$ cat src/rtl/xfer_irq_pkg.sv
package xfer_irq_pkg;
  localparam int NFLAG       = 6;
  localparam int F_BI        = 0;
  localparam int F_BO        = 1;
  localparam int F_ERR       = 2;
  localparam int F_END       = 3;
  localparam int F_GET       = 4;
  localparam int F_DEC       = 5;
  localparam int IEN_W       = NFLAG + 2;
  localparam int DMA_IN_BIT  = NFLAG;
  localparam int DMA_OUT_BIT = NFLAG + 1;

  // Sticky bit update: a set in the same cycle as a clear is kept.
  function automatic logic sticky_next(logic cur, logic set, logic clr);
    return set | (cur & ~clr);
  endfunction
endpackage

$ cat src/rtl/xfer_flag_cell.sv
module xfer_flag_cell
  import xfer_irq_pkg::*;
(
  input  logic clk,
  input  logic rst_n,
  input  logic set_i,
  input  logic clr_i,
  output logic q_o
);
  always_ff @(posedge clk or negedge rst_n) begin
    if (!rst_n) q_o <= 1'b0;
    else        q_o <= sticky_next(q_o, set_i, clr_i);
  end
endmodule

$ cat src/rtl/xfer_event_decode.sv
module xfer_event_decode
  import xfer_irq_pkg::*;
#(
  parameter int DATA_W = 8
) (
  input  logic              clk,
  input  logic              rst_n,
  input  logic              pon,
  input  logic              tal_active,
  input  logic              src_ready,
  input  logic              talk_addressed,
  input  logic              atn,
  input  logic              no_byte_avail,
  input  logic              dac_line,
  input  logic              rfd_line,
  input  logic              lis_active,
  input  logic              listen_addressed,
  input  logic              byte_accepted,
  input  logic              eoi,
  input  logic [DATA_W-1:0] rx_byte,
  input  logic [DATA_W-1:0] eos_char,
  input  logic              get_cmd,
  input  logic              dcas_active,
  input  logic              cpu_rd_din,
  input  logic              cpu_wr_dout,
  input  logic              cpu_rd_stat,
  output logic [NFLAG-1:0]  set_vec,
  output logic [NFLAG-1:0]  clr_vec
);
  function automatic logic end_hit(logic eoi_i, logic [DATA_W-1:0] rx,
                                   logic [DATA_W-1:0] eos);
    return eoi_i | (rx == eos);
  endfunction

  logic bo_cond, bo_cond_q, talk_q, dcas_q;
  logic ev_bo_set, ev_bi_set, ev_err_set, ev_end_set, ev_get_set, ev_dec_set;
  logic ev_talk_lost;

  assign bo_cond = tal_active & src_ready;

  always_ff @(posedge clk or negedge rst_n) begin
    if (!rst_n) begin
      bo_cond_q <= 1'b0;
      talk_q    <= 1'b0;
      dcas_q    <= 1'b0;
    end else begin
      bo_cond_q <= bo_cond;
      talk_q    <= talk_addressed;
      dcas_q    <= dcas_active;
    end
  end

  assign ev_bo_set    = bo_cond & ~bo_cond_q;
  assign ev_talk_lost = talk_q & ~talk_addressed;
  assign ev_bi_set    = byte_accepted;
  assign ev_err_set   = no_byte_avail & tal_active & dac_line & rfd_line;
  assign ev_end_set   = lis_active & byte_accepted & end_hit(eoi, rx_byte, eos_char);
  assign ev_get_set   = get_cmd & listen_addressed;
  assign ev_dec_set   = dcas_active & ~dcas_q;

  always_comb begin
    set_vec        = '0;
    set_vec[F_BI]  = ev_bi_set;
    set_vec[F_BO]  = ev_bo_set;
    set_vec[F_ERR] = ev_err_set;
    set_vec[F_END] = ev_end_set;
    set_vec[F_GET] = ev_get_set;
    set_vec[F_DEC] = ev_dec_set;

    clr_vec        = {NFLAG{cpu_rd_stat}};
    clr_vec[F_BI]  = cpu_rd_stat | pon | cpu_rd_din;
    clr_vec[F_BO]  = cpu_rd_stat | pon | cpu_wr_dout | atn | ev_talk_lost;
  end
endmodule

$ cat src/rtl/xfer_dreq_gen.sv
module xfer_dreq_gen (
  input  logic clk,
  input  logic rst_n,
  input  logic bi_ev,
  input  logic bo_ev,
  input  logic dma_in_en,
  input  logic dma_out_en,
  input  logic cpu_rd_din,
  input  logic cpu_wr_dout,
  output logic dreq
);
  logic req_set, req_clr;

  assign req_set = (bi_ev & dma_in_en) | (bo_ev & dma_out_en);
  assign req_clr = cpu_rd_din | cpu_wr_dout;

  xfer_flag_cell u_req (
    .clk   (clk),
    .rst_n (rst_n),
    .set_i (req_set),
    .clr_i (req_clr),
    .q_o   (dreq)
  );
endmodule

$ cat src/rtl/xfer_irq_unit.sv
module xfer_irq_unit
  import xfer_irq_pkg::*;
#(
  parameter int DATA_W = 8
) (
  input  logic              clk,
  input  logic              rst_n,
  input  logic              pon,
  input  logic              tal_active,
  input  logic              src_ready,
  input  logic              talk_addressed,
  input  logic              atn,
  input  logic              no_byte_avail,
  input  logic              dac_line,
  input  logic              rfd_line,
  input  logic              lis_active,
  input  logic              listen_addressed,
  input  logic              byte_accepted,
  input  logic              eoi,
  input  logic [DATA_W-1:0] rx_byte,
  input  logic [DATA_W-1:0] eos_char,
  input  logic              get_cmd,
  input  logic              dcas_active,
  input  logic              cpu_rd_din,
  input  logic              cpu_wr_dout,
  input  logic              cpu_rd_stat,
  input  logic              cpu_wr_ien,
  input  logic [IEN_W-1:0]  cpu_wdata,
  output logic [NFLAG-1:0]  stat,
  output logic              irq,
  output logic              dreq,
  output logic              trig
);
  logic [NFLAG-1:0] flag_set, flag_clr, stat_q;
  logic [IEN_W-1:0] ien_q;
  logic             trig_q;

  xfer_event_decode #(.DATA_W(DATA_W)) u_dec (
    .clk              (clk),
    .rst_n            (rst_n),
    .pon              (pon),
    .tal_active       (tal_active),
    .src_ready        (src_ready),
    .talk_addressed   (talk_addressed),
    .atn              (atn),
    .no_byte_avail    (no_byte_avail),
    .dac_line         (dac_line),
    .rfd_line         (rfd_line),
    .lis_active       (lis_active),
    .listen_addressed (listen_addressed),
    .byte_accepted    (byte_accepted),
    .eoi              (eoi),
    .rx_byte          (rx_byte),
    .eos_char         (eos_char),
    .get_cmd          (get_cmd),
    .dcas_active      (dcas_active),
    .cpu_rd_din       (cpu_rd_din),
    .cpu_wr_dout      (cpu_wr_dout),
    .cpu_rd_stat      (cpu_rd_stat),
    .set_vec          (flag_set),
    .clr_vec          (flag_clr)
  );

  for (genvar i = 0; i < NFLAG; i++) begin : g_flag
    xfer_flag_cell u_cell (
      .clk   (clk),
      .rst_n (rst_n),
      .set_i (flag_set[i]),
      .clr_i (flag_clr[i]),
      .q_o   (stat_q[i])
    );
  end

  xfer_dreq_gen u_dreq (
    .clk         (clk),
    .rst_n       (rst_n),
    .bi_ev       (flag_set[F_BI]),
    .bo_ev       (flag_set[F_BO]),
    .dma_in_en   (ien_q[DMA_IN_BIT]),
    .dma_out_en  (ien_q[DMA_OUT_BIT]),
    .cpu_rd_din  (cpu_rd_din),
    .cpu_wr_dout (cpu_wr_dout),
    .dreq        (dreq)
  );

  always_ff @(posedge clk or negedge rst_n) begin
    if (!rst_n) begin
      ien_q  <= '0;
      trig_q <= 1'b0;
    end else begin
      if (cpu_wr_ien) ien_q <= cpu_wdata;
      trig_q <= flag_set[F_GET];
    end
  end

  assign stat = stat_q;
  assign irq  = |(stat_q & ien_q[NFLAG-1:0]);
  assign trig = trig_q;
endmodule

$ cat config.mk
export PLATFORM = sky130hd
export DESIGN_NAME = xfer_irq_unit
export DESIGN_NICKNAME = d
export VERILOG_FILES = /design/src/rtl/xfer_irq_pkg.sv /design/src/rtl/xfer_flag_cell.sv /design/src/rtl/xfer_event_decode.sv /design/src/rtl/xfer_dreq_gen.sv /design/src/rtl/xfer_irq_unit.sv
export SDC_FILE = /design/constraint.sdc
export NUM_CORES = 1
export LEC_CHECK = 0
export BUFFER_PORTS_ARGS = -buffer_cell sky130_fd_sc_hd__buf_2
export CELL_PAD_IN_SITES_DETAIL_PLACEMENT = 1
export CELL_PAD_IN_SITES_GLOBAL_PLACEMENT = 2
export CORE_ASPECT_RATIO = 0.75
export CORE_MARGIN = 4
export CORE_UTILIZATION = 28
export CTS_BUF_LIST = sky130_fd_sc_hd__clkbuf_8
export DETAILED_ROUTE_END_ITERATION = 8
export PLACE_DENSITY_LB_ADDON = 0.1
export RECOVER_POWER = 100
export SKIP_LAST_GASP = 1
export SYNTH_ARGS = -nofsm -noshare
export SYNTH_HDL_FRONTEND = slang
export SYNTH_HIERARCHICAL = 1
export SYNTH_SLANG_ARGS = --single-unit
$ cat constraint.sdc
create_clock -name clk -period 1.8 [get_ports clk]
set_input_delay 0.18 -clock clk [delete_from_list [all_inputs] [get_ports clk]]
set_output_delay 0.18 -clock clk [all_outputs]
set_load 0.02 [all_outputs]
Word level (Yosys, flattened, before mapping)
Cells that the tools add are included.
{ "word_totals": {"ff_bits": 19, "input_bits": 44, "output_inout_bits": 9, "word_cells": 56} }
{ "classes": {"eq_ne": 1, "bitwise": 42, "n_reduce_logical": 1} }
{ "ops": {"columns": ["cell", "n"], "rows": [
  ["1-bit AND", 19],
  ["1-bit bitwise OR", 15],
  ["8-bit equality test", 1],
  ["1-bit inverter", 7],
  ["6-bit AND", 1],
  ["6-bit OR reduction", 1]
]} }

Longest topological paths before layout
Gate-level depths: netlist of the first run.
{ "depth": {"ltp_word": 7, "depth_mapped": 6} }

By module
Netlist of the first run, hierarchy kept.
{ "by_module_without_submodules": {"columns": ["mod", "instances", "cells_each", "area_per_inst_um2", "seq_area_each_um2"], "rows": [
  ["xfer_irq_unit", 1, 22, 384.1, 225.2],
  ["xfer_event_decode", 1, 35, 300.3, 75.1],
  ["xfer_flag_cell", 7, 3, 36.3, 25.0],
  ["xfer_dreq_gen", 1, 2, 15.0, 0.0]
]} }

Worst setup path before layout of the first run
No wires, ideal clock.
{ "synth_path": {"path_kind": "reg2out", "from": "reg g_flag[2].u_cell.q_o", "to": "out irq", "arrival_ns": 0.854, "slack_ns": 0.766, "path_stages_with_launch": 3, "n_path_buf": 0, "cell_sequence": "dfrtp_1 > a22oi_1 > nand3_1"} }
{ "synth_via": {"elab_chain_cells": 2} }
{ "synth_rtl": {"columns": ["item", "line", "source"], "rows": [
  ["from (decl)", "xfer_flag_cell.sv:8", "output logic q_o"],
  ["from (signal assigned)", "xfer_flag_cell.sv:12", "else q_o <= sticky_next(q_o, set_i, clr_i);"],
  ["6-bit AND", "xfer_irq_unit.sv:97", "assign irq = |(stat_q & ien_q[NFLAG-1:0]);"],
  ["6-bit OR reduction", "xfer_irq_unit.sv:97", null],
  ["to (decl)", "xfer_irq_unit.sv:30", "output logic irq,"]
]} }
Every way passes these cells.

Worst setup path after layout of the first run
{ "layout_path": {"from": "reg g_flag[0].u_cell.q_o", "to": "out irq"} }
{ "layout_via": {"elab_chain_cells": 2} }
{ "layout_rtl": {"columns": ["item", "line"], "rows": [
  ["from (decl)", "xfer_flag_cell.sv:8"],
  ["from (signal assigned)", "xfer_flag_cell.sv:12"],
  ["6-bit AND", "xfer_irq_unit.sv:97"],
  ["6-bit OR reduction", "xfer_irq_unit.sv:97"]
]} }
Every way passes these cells.

==> summary.txt, run 1 <==
Outcome -> complete, no violations
Pin count of the biggest net entering global routing -> 20
Slowest cell delay on critical path -> 0.42 ns
Site Rows -> 18
Wirelength, routed -> 2200 µm
Average wire per standard cell -> 13.3 µm
RSZ-0062 raised after global routing -> no
Core area -> 3290 µm²
Max Cap Violations -> 0
Share of cells above drive strength 1 -> 36.5%
Setup crit end kind -> output port
Syn_area_per_cell -> 11.9 µm²
Max H-tree Level -> 1
CP Data Arrival Time -> 1.16 ns
Grt total ovfl -> 0
CTS tree -> built
Antenna violations before repair -> 0
Synthesized net count -> 124
Max-slew headroom -> 30.3%
Die X-Extent -> 75.4 µm
Setup TNS -> 0 ns
Die area -> 4410 µm²
Startpoint Class -> flop
Post-CTS Setup Inserts -> 0
Synthesis-stage register bit count -> 19
Cts bufs inserted -> 3
Vias in the first global route -> 744
Port Buffer Count -> 52
Critical setup path kind -> flop to output port
Max Transition Viols Final -> 0
Worst VDD drop -> 400 µV
Seq/Total Area, Yosys -> 49.9%
Die H -> 58.5 µm
Hold crit path type -> primary input to flop
Synthesis warning total -> 6
Final setup skew -> 0.000351 ns
First-pass GRT wire length -> 3460 µm
Final core utilization -> 36.2%
Top cell type by total area after synthesis -> dfrtp_1
CP max-delay cell -> dfrtp_1
Drt via density -> 4.30
Synth top area cells -> dfrtp_1, mux2_4, buf_4
Final HPWL DP -> 1840 µm
Worst r2r src -> u_dec/bo_cond_q
GRT Resource Usage Total -> 10.6%
Clock Tree Root -> clkbuf_8
ANT nets after route -> 0
Hold violation count in the final report -> 0
Final setup vio count -> 0
PD cells -> 788 nW/µm²
Top Ports -> 53
Fin nets -> 171
DR vias -> 714
Slew of the pin with the lowest slew margin -> 1.05 ns
Router iterations before antenna repair -> 2
Inserted Diodes -> 0
Leak -> 0.652 nW
Critical Path, Cell by Cell -> a22oi_1 -> nand3_1 -> clkbuf_1
Mapped Cells -> 80
Max Clk Rate -> 746 MHz
Clock-pin slew on the worst setup and hold paths -> 0.07 ns
Routability congestion estimate -> 0.650
Post-synthesis cell type count -> 20
Drt drc -> 0
Synthesized area -> 953 µm²
Clock tree sinks -> 19
Critical Path Start -> g_flag[0].u_cell/q_o
Initial Util -> 29.0%
Min-delay src -> talk_addressed
Filler cells -> 393
Clock Latency Late Sink -> 0.25 ns
Clock buffer depth -> 2
Starting DRT DRC Count -> 21
Area delta synth->final -> 24.9%
Yosys top cell area share -> 49.9%
Minimum clock period -> 1.34 ns
Critical path required time -> 1.62 ns
Post-route clock period utilization -> 74.4%
CP Max Fanout -> 3
cells in the final DEF, fill, tap and decap left out, types with 2 or more instances in the layout:
master     n
a22oi_1    3
nor2b_1    2
a21o_1     7
nor4_1     3
inv_1      8
mux2_1     8
clkbuf_1  10
clkbuf_8   3
and2_0     2
xor2_1     8
buf_2     42
dfrtp_1   19
worst max-delay path: cells and delay by family (launching register included):
family	cells	cell delay (ns)
compound gates	1	0.20
buf+inv	1	0.18
simple gates	1	0.10
flops	1	0.42
cell families (layout without fill, tap and decap cells):
group | after synthesis | after routing | share of synthesized area, %
DFF | 19 | 19 | 49.9
buffers and inverters | 19 | 65 | 12.2
AOI/OAI and AO/OA | 13 | 13 | 9.84
and+or+nand+nor | 13 | 13 | 8.14
xor gates and xnor gates | 8 | 8 | 7.35
muxes | 8 | 8 | 12.6
repair_timing:
action	in CTS	in global routing
endpoints found under the hold margin	19	0
gates resized for setup	0	0
hold buffers	1	0
worst paths after layout:
check / slack (ns) / to / depth (start not counted)
worst max-delay path: 0.46 / irq / 3
worst min-delay path: 0.04 / u_dec/talk_q / 1
worst max register to register: 0.95 / u_dreq/u_req/q_o / 3
worst min register to register: 0.49 / u_dreq/u_req/q_o / 1
max in group asynchronous: 0.55 / ien_q[1] / 2
min in group asynchronous: 0.62 / u_dreq/u_req/q_o / 2
registers in the layout, summed over array words and instances (netlist names):
register / count
u_dec/dcas_q: 1
ien_q: 8
u_dreq/u_req/q_o: 1
u_dec/bo_cond_q: 1
u_dec/talk_q: 1
g_flag.u_cell/q_o: 6
trig: 1
report_power, final:
group	internal [mW]	leakage (nW)	switching [mW]
Clock	0.154	0.0255	0.140
Sequential	0.462	0.230	0.0205
Combinational	0.0791	0.396	0.0836
Total	0.695	0.652	0.244
through the flow:
step | instance area [µm²] | hold WS [ns] | power (mW) | setup slack [ns] | std cells
after floorplan | 953 | -0.116 | 0.600 | 0.766 | 80
after CTS | 1230 | 0.0320 | 0.983 | 0.449 | 166
after global placement | 1180 | 0.149 | 0.674 | 0.660 | 161
after global routing | 1190 | 0.0282 | 1.00 | 0.298 | 166
after detailed placement | 1180 | 0.150 | 0.679 | 0.652 | 161
final | 1190 | 0.0393 | 0.939 | 0.460 | 166
synthesized netlist by cell type:
cell type	count
inv_1	8
xor2_1	8
nand2_1	1
a21o_1	7
or2_1	1
buf_4	10
nor2b_1	2
nor4_1	3
a22o_1	1
or3_1	1
mux2_4	8
nand3_1	1
dfrtp_1	19
and2_1	2
o21ai_0	1
buf_6	1
a22oi_1	3
nor2_1	1
and4_1	1
a21oi_1	1
cell type report:
type,count,area (µm²),area share (%)
inverter,8,30.0,2.52
timing repair buffer,53,258,21.6
multi-input combinational,42,332,27.8
clock inverter,1,5.00,0.420
clock buffer,3,41.3,3.47
tap,40,50.0,4.20
sequential,19,475,39.9
per-layer routing:
metal  vias to the layer above  track usage [%]  share of wire [%]
li1                        350                -                  -
met1                       340             14.3                 45
met2                        22             15.7                 46
met3                         2             4.27                8.4
met4                         0             2.99               0.54
met5                         -                0                  0
(Power assumes the default switching activity.)
==> run 2, diff against run 1 <==
- ABC_AREA: not set -> 1
- CORE_UTILIZATION: 28 -> 21
- clock period: 1.8 -> 1.15 ns (I/O delays scaled with it)
==> run 2 against run 1 <==
  * Clock power grew 52%
  * The run now ends with setup timing left
  * Via count rose by 36%
  * Area after synthesis increased by 10%
  * Sequential power grew 55%
  * Combinational power increased by 91%
  * Critical path type unchanged
  * Count of clock-buffer cells in the layout unchanged
  * Non-clock buffer count is 6 higher
  * Core utilization shrank 6.2 points
==> summary.txt, run 2 <==
Share of cells above drive strength 1 -> 27.2% (-9.3 points)
Sw frac -> 27.2% (+1.2 points)
Max H-tree Level -> 1 (unchanged)
Port Buffer Count -> 52 (unchanged)
RSZ-0062 raised after global routing -> yes
GRT Resource Usage Total -> 9.09% (-1.5 points)
Max Clk Rate -> 843 MHz
Top cell type by total area after synthesis -> dfrtp_1
Placed cell area -> 1300 µm² (+10%)
Slew of the pin with the lowest slew margin -> 0.486 ns (-0.560 ns)
CP top delay family -> flip-flops
Setup crit end kind -> output port
Die H -> 69.3 µm (+18%)
Synthesized net count -> 194 (+56%)
Final core utilization -> 30.0% (-6.2 points)
Clock share of power -> 29.7% (-1.6 points)
Die area -> 6210 µm² (+41%)
Max Cap Violations -> 0 (unchanged)
Seq/Total Area, Yosys -> 45.2% (-4.6 points)
Die X-Extent -> 89.7 µm (+19%)
Final HPWL DP -> 2250 µm (+22%)
Post-synthesis cell type count -> 10 (-50%)
Setup TNS -> -0.0363 ns (-0.0363 ns)
Drt drc -> 0 (unchanged)
Most instantiated library cell after synthesis -> nand2_1
Top cells by count, synth -> nand2_1, inv_1, dfrtp_1
Yosys top cell area share -> 45.2% (-4.6 points)
Cell-internal power -> 1.10 mW (+58%)
Outcome -> finished with violations
Reg power frac -> 49.5% (-1.9 points)
Critical path required time -> 1.03 ns (-0.59 ns)
CTS tree -> built
Worst VDD drop -> 423 µV (+5.5%)
Max-slew headroom -> 67.6% (+37 points)
WP buf/inv -> 1 (unchanged)
Inserted Diodes -> 0 (unchanged)
Routability congestion estimate -> 0.638 (-1.8%)
Cts bufs inserted -> 3 (unchanged)
Site Rows -> 21 (+3)
Mapped Cells -> 150 (+88%)
Synth top area cells -> dfrtp_1, nand2_1, inv_1
Most frequent CP cell -> nand2_1
Max Transition Viols Final -> 0 (unchanged)
CP Max Fanout -> 2 (-1)
Syn_area_per_cell -> 7.01 µm² (-41%)
Synthesized area -> 1050 µm² (+10%)
Average wire per standard cell -> 10.3 µm (-23%)
Clock-pin slew on the worst setup and hold paths -> 0.07 ns (about the same)
Minimum clock period -> 1.19 ns
Slowest cell delay on critical path -> 0.39 ns (-0.03 ns)
Post-route clock period utilization -> 103%
Async set-or-reset flop fraction in the synthesized netlist -> 100% (unchanged)
Commonest non-fill, non-tap cell in the layout -> nand2_1
Synthesis-stage register bit count -> 19 (unchanged)
Biggest regs -> ien_q x8, g_flag.u_cell/q_o x6
Final setup skew -> 0.00129 ns (+0.000934 ns)
Clock tree sinks -> 19 (unchanged)
Max reg flops -> 8 (unchanged)
Top Ports -> 53 (unchanged)
CP max-delay cell -> dfrtp_1
Startpoint Class -> flop
Router iterations before antenna repair -> 2 (unchanged)
Pin count of the biggest net entering global routing -> 20 (unchanged)
Final Cell Area -> 1400 µm² (+17%)
Drt via density -> 3.75 (-13%)
Wirelength, routed -> 2660 µm (+21%)
Synthesis warning total -> 6 (unchanged)
Comb pwr share -> 20.7% (+3.4 points)
Largest register by flop count -> ien_q
Grt total ovfl -> 0 (unchanged)
Vias in the first global route -> 1085 (+46%)
Clock buffer depth -> 2 (unchanged)
Leak -> 0.871 nW (+34%)
ANT nets after route -> 0 (unchanged)
Initial Util -> 22.6% (-6.4 points)
Starting DRT DRC Count -> 20 (-4.8%)
DR vias -> 971 (+36%)
Final setup vio count -> 1 (+1)
PD cells -> 1080 nW/µm² (+37%)
Critical setup path kind -> flop to output port
Failing checks -> setup timing
Worst setup margin -> -0.0363 ns (-0.497 ns)
CP Data Arrival Time -> 1.07 ns (-0.09 ns)
Core area -> 4650 µm² (+41%)
Synth Flop Type -> dfrtp_1
Critical Path, Cell by Cell -> nand2_1 -> nand2_1 -> nor2_1 -> nand2_1 -> buf_4
Fin nets -> 247 (+44%)
Commonest non-fill, non-tap cells in the layout -> nand2_1, buf_2, inv_1, dfrtp_1
Post-synth EDFFs -> 0 (unchanged)
First-pass GRT wire length -> 4510 µm (+30%)
Antenna violations before repair -> 0 (unchanged)
Hold crit path type -> primary input to flop
Clock Tree Root -> clkbuf_8
Clock Latency Late Sink -> 0.25 ns (about the same)
Total net switching power -> 0.410 mW (+68%)
Hold violation count in the final report -> 0 (unchanged)
Area delta synth->final -> 32.7%
## run 2: area by class of cell
| type | instances | area [µm²] |
|---|---|---|
| Multi-Input combinational cell | 81 | 343 |
| Timing Repair Buffer | 59 | 314 |
| Fill cell | 616 | 3260 |
| Inverter | 39 | 146 |
| Clock inverter | 1 | 3.75 |
| Clock buffer | 3 | 41.3 |
| Sequential cell | 19 | 475 |
| Tap cell | 57 | 71.3 |
## run 2: logic make-up after synthesis
| group | after synthesis | share of synthesized area [%] |
|---|---|---|
| compound gates | 10 | 5.36 |
| flops | 19 | 45.2 |
| simple gates | 67 | 23.9 |
| buf+inv | 50 | 22.1 |
| xor+xnor | 4 | 3.33 |
## run 2: metrics by stage
stage / worst slack (ns) / total power [mW] / std cells / hold slack, ns
finish: -0.0363 / 1.51 / 259 / 0.0632
global route: -0.108 / 1.62 / 259 / 0.0735
CTS: -0.0714 / 1.53 / 255 / 0.0590
floorplan: 0.231 / 0.926 / 150 / -0.181
detailed placement: 0.212 / 1.06 / 248 / 0.0901
global placement: 0.246 / 1.05 / 248 / 0.0875
## run 2: power groups by stage
stage | Clock [mW] | Combinational [mW] | Sequential (mW)
2_1_floorplan | 0 | 0.144 | 0.783
3_3_place_gp | 0 | 0.291 | 0.759
3_5_place_dp | 0 | 0.299 | 0.762
4_1_cts | 0.474 | 0.307 | 0.749
5_1_grt | 0.503 | 0.362 | 0.753
6_report | 0.448 | 0.312 | 0.746
## run 2: repair_timing
| item | in CTS | in global routing |
|---|---|---|
| endpoints found under the setup margin | 1 | 1 |
| pin swaps | 0 | 1 |
| setup buffers | 0 | 4 |
| gates resized for setup | 0 | 1 |
| cloned | 0 | 0 |
| hold endpoints to repair | 21 | 0 |
| hold buffers | 3 | 0 |
## run 2: worst reg2reg max path, cell delays in order (launching register included)
cell      delay, ns
dfrtp_1        0.32
inv_1          0.03
o211ai_1       0.18
inv_1          0.06
nand2_1        0.06
nand2_1        0.05
## run 2: path summary, 6_finish.rpt
path / slack [ns] / endpoint / cells past startpoint / from
hold / removal: 0.06 / trig / 3 / listen_addressed
hold reg to reg: 0.47 / u_dreq/u_req/q_o / 2 / u_dreq/u_req/q_o
max in group asynchronous: 0.47 / u_dreq/u_req/q_o / 2 / rst_n
setup reg to reg: 0.34 / g_flag[1].u_cell/q_o / 5 / u_dec/talk_q
min in group asynchronous: 0.36 / u_dec/talk_q / 2 / rst_n
setup / recovery: -0.04 / irq / 5 / ien_q[1]
## run 2: per-layer routing
metal,track usage (%),up-vias,part of all wire [%]
li1,-,517,-
met1,11.1,424,46
met2,15.4,28,47
met3,3.92,2,7.0
met4,0.496,0,0.19
met5,0,-,0
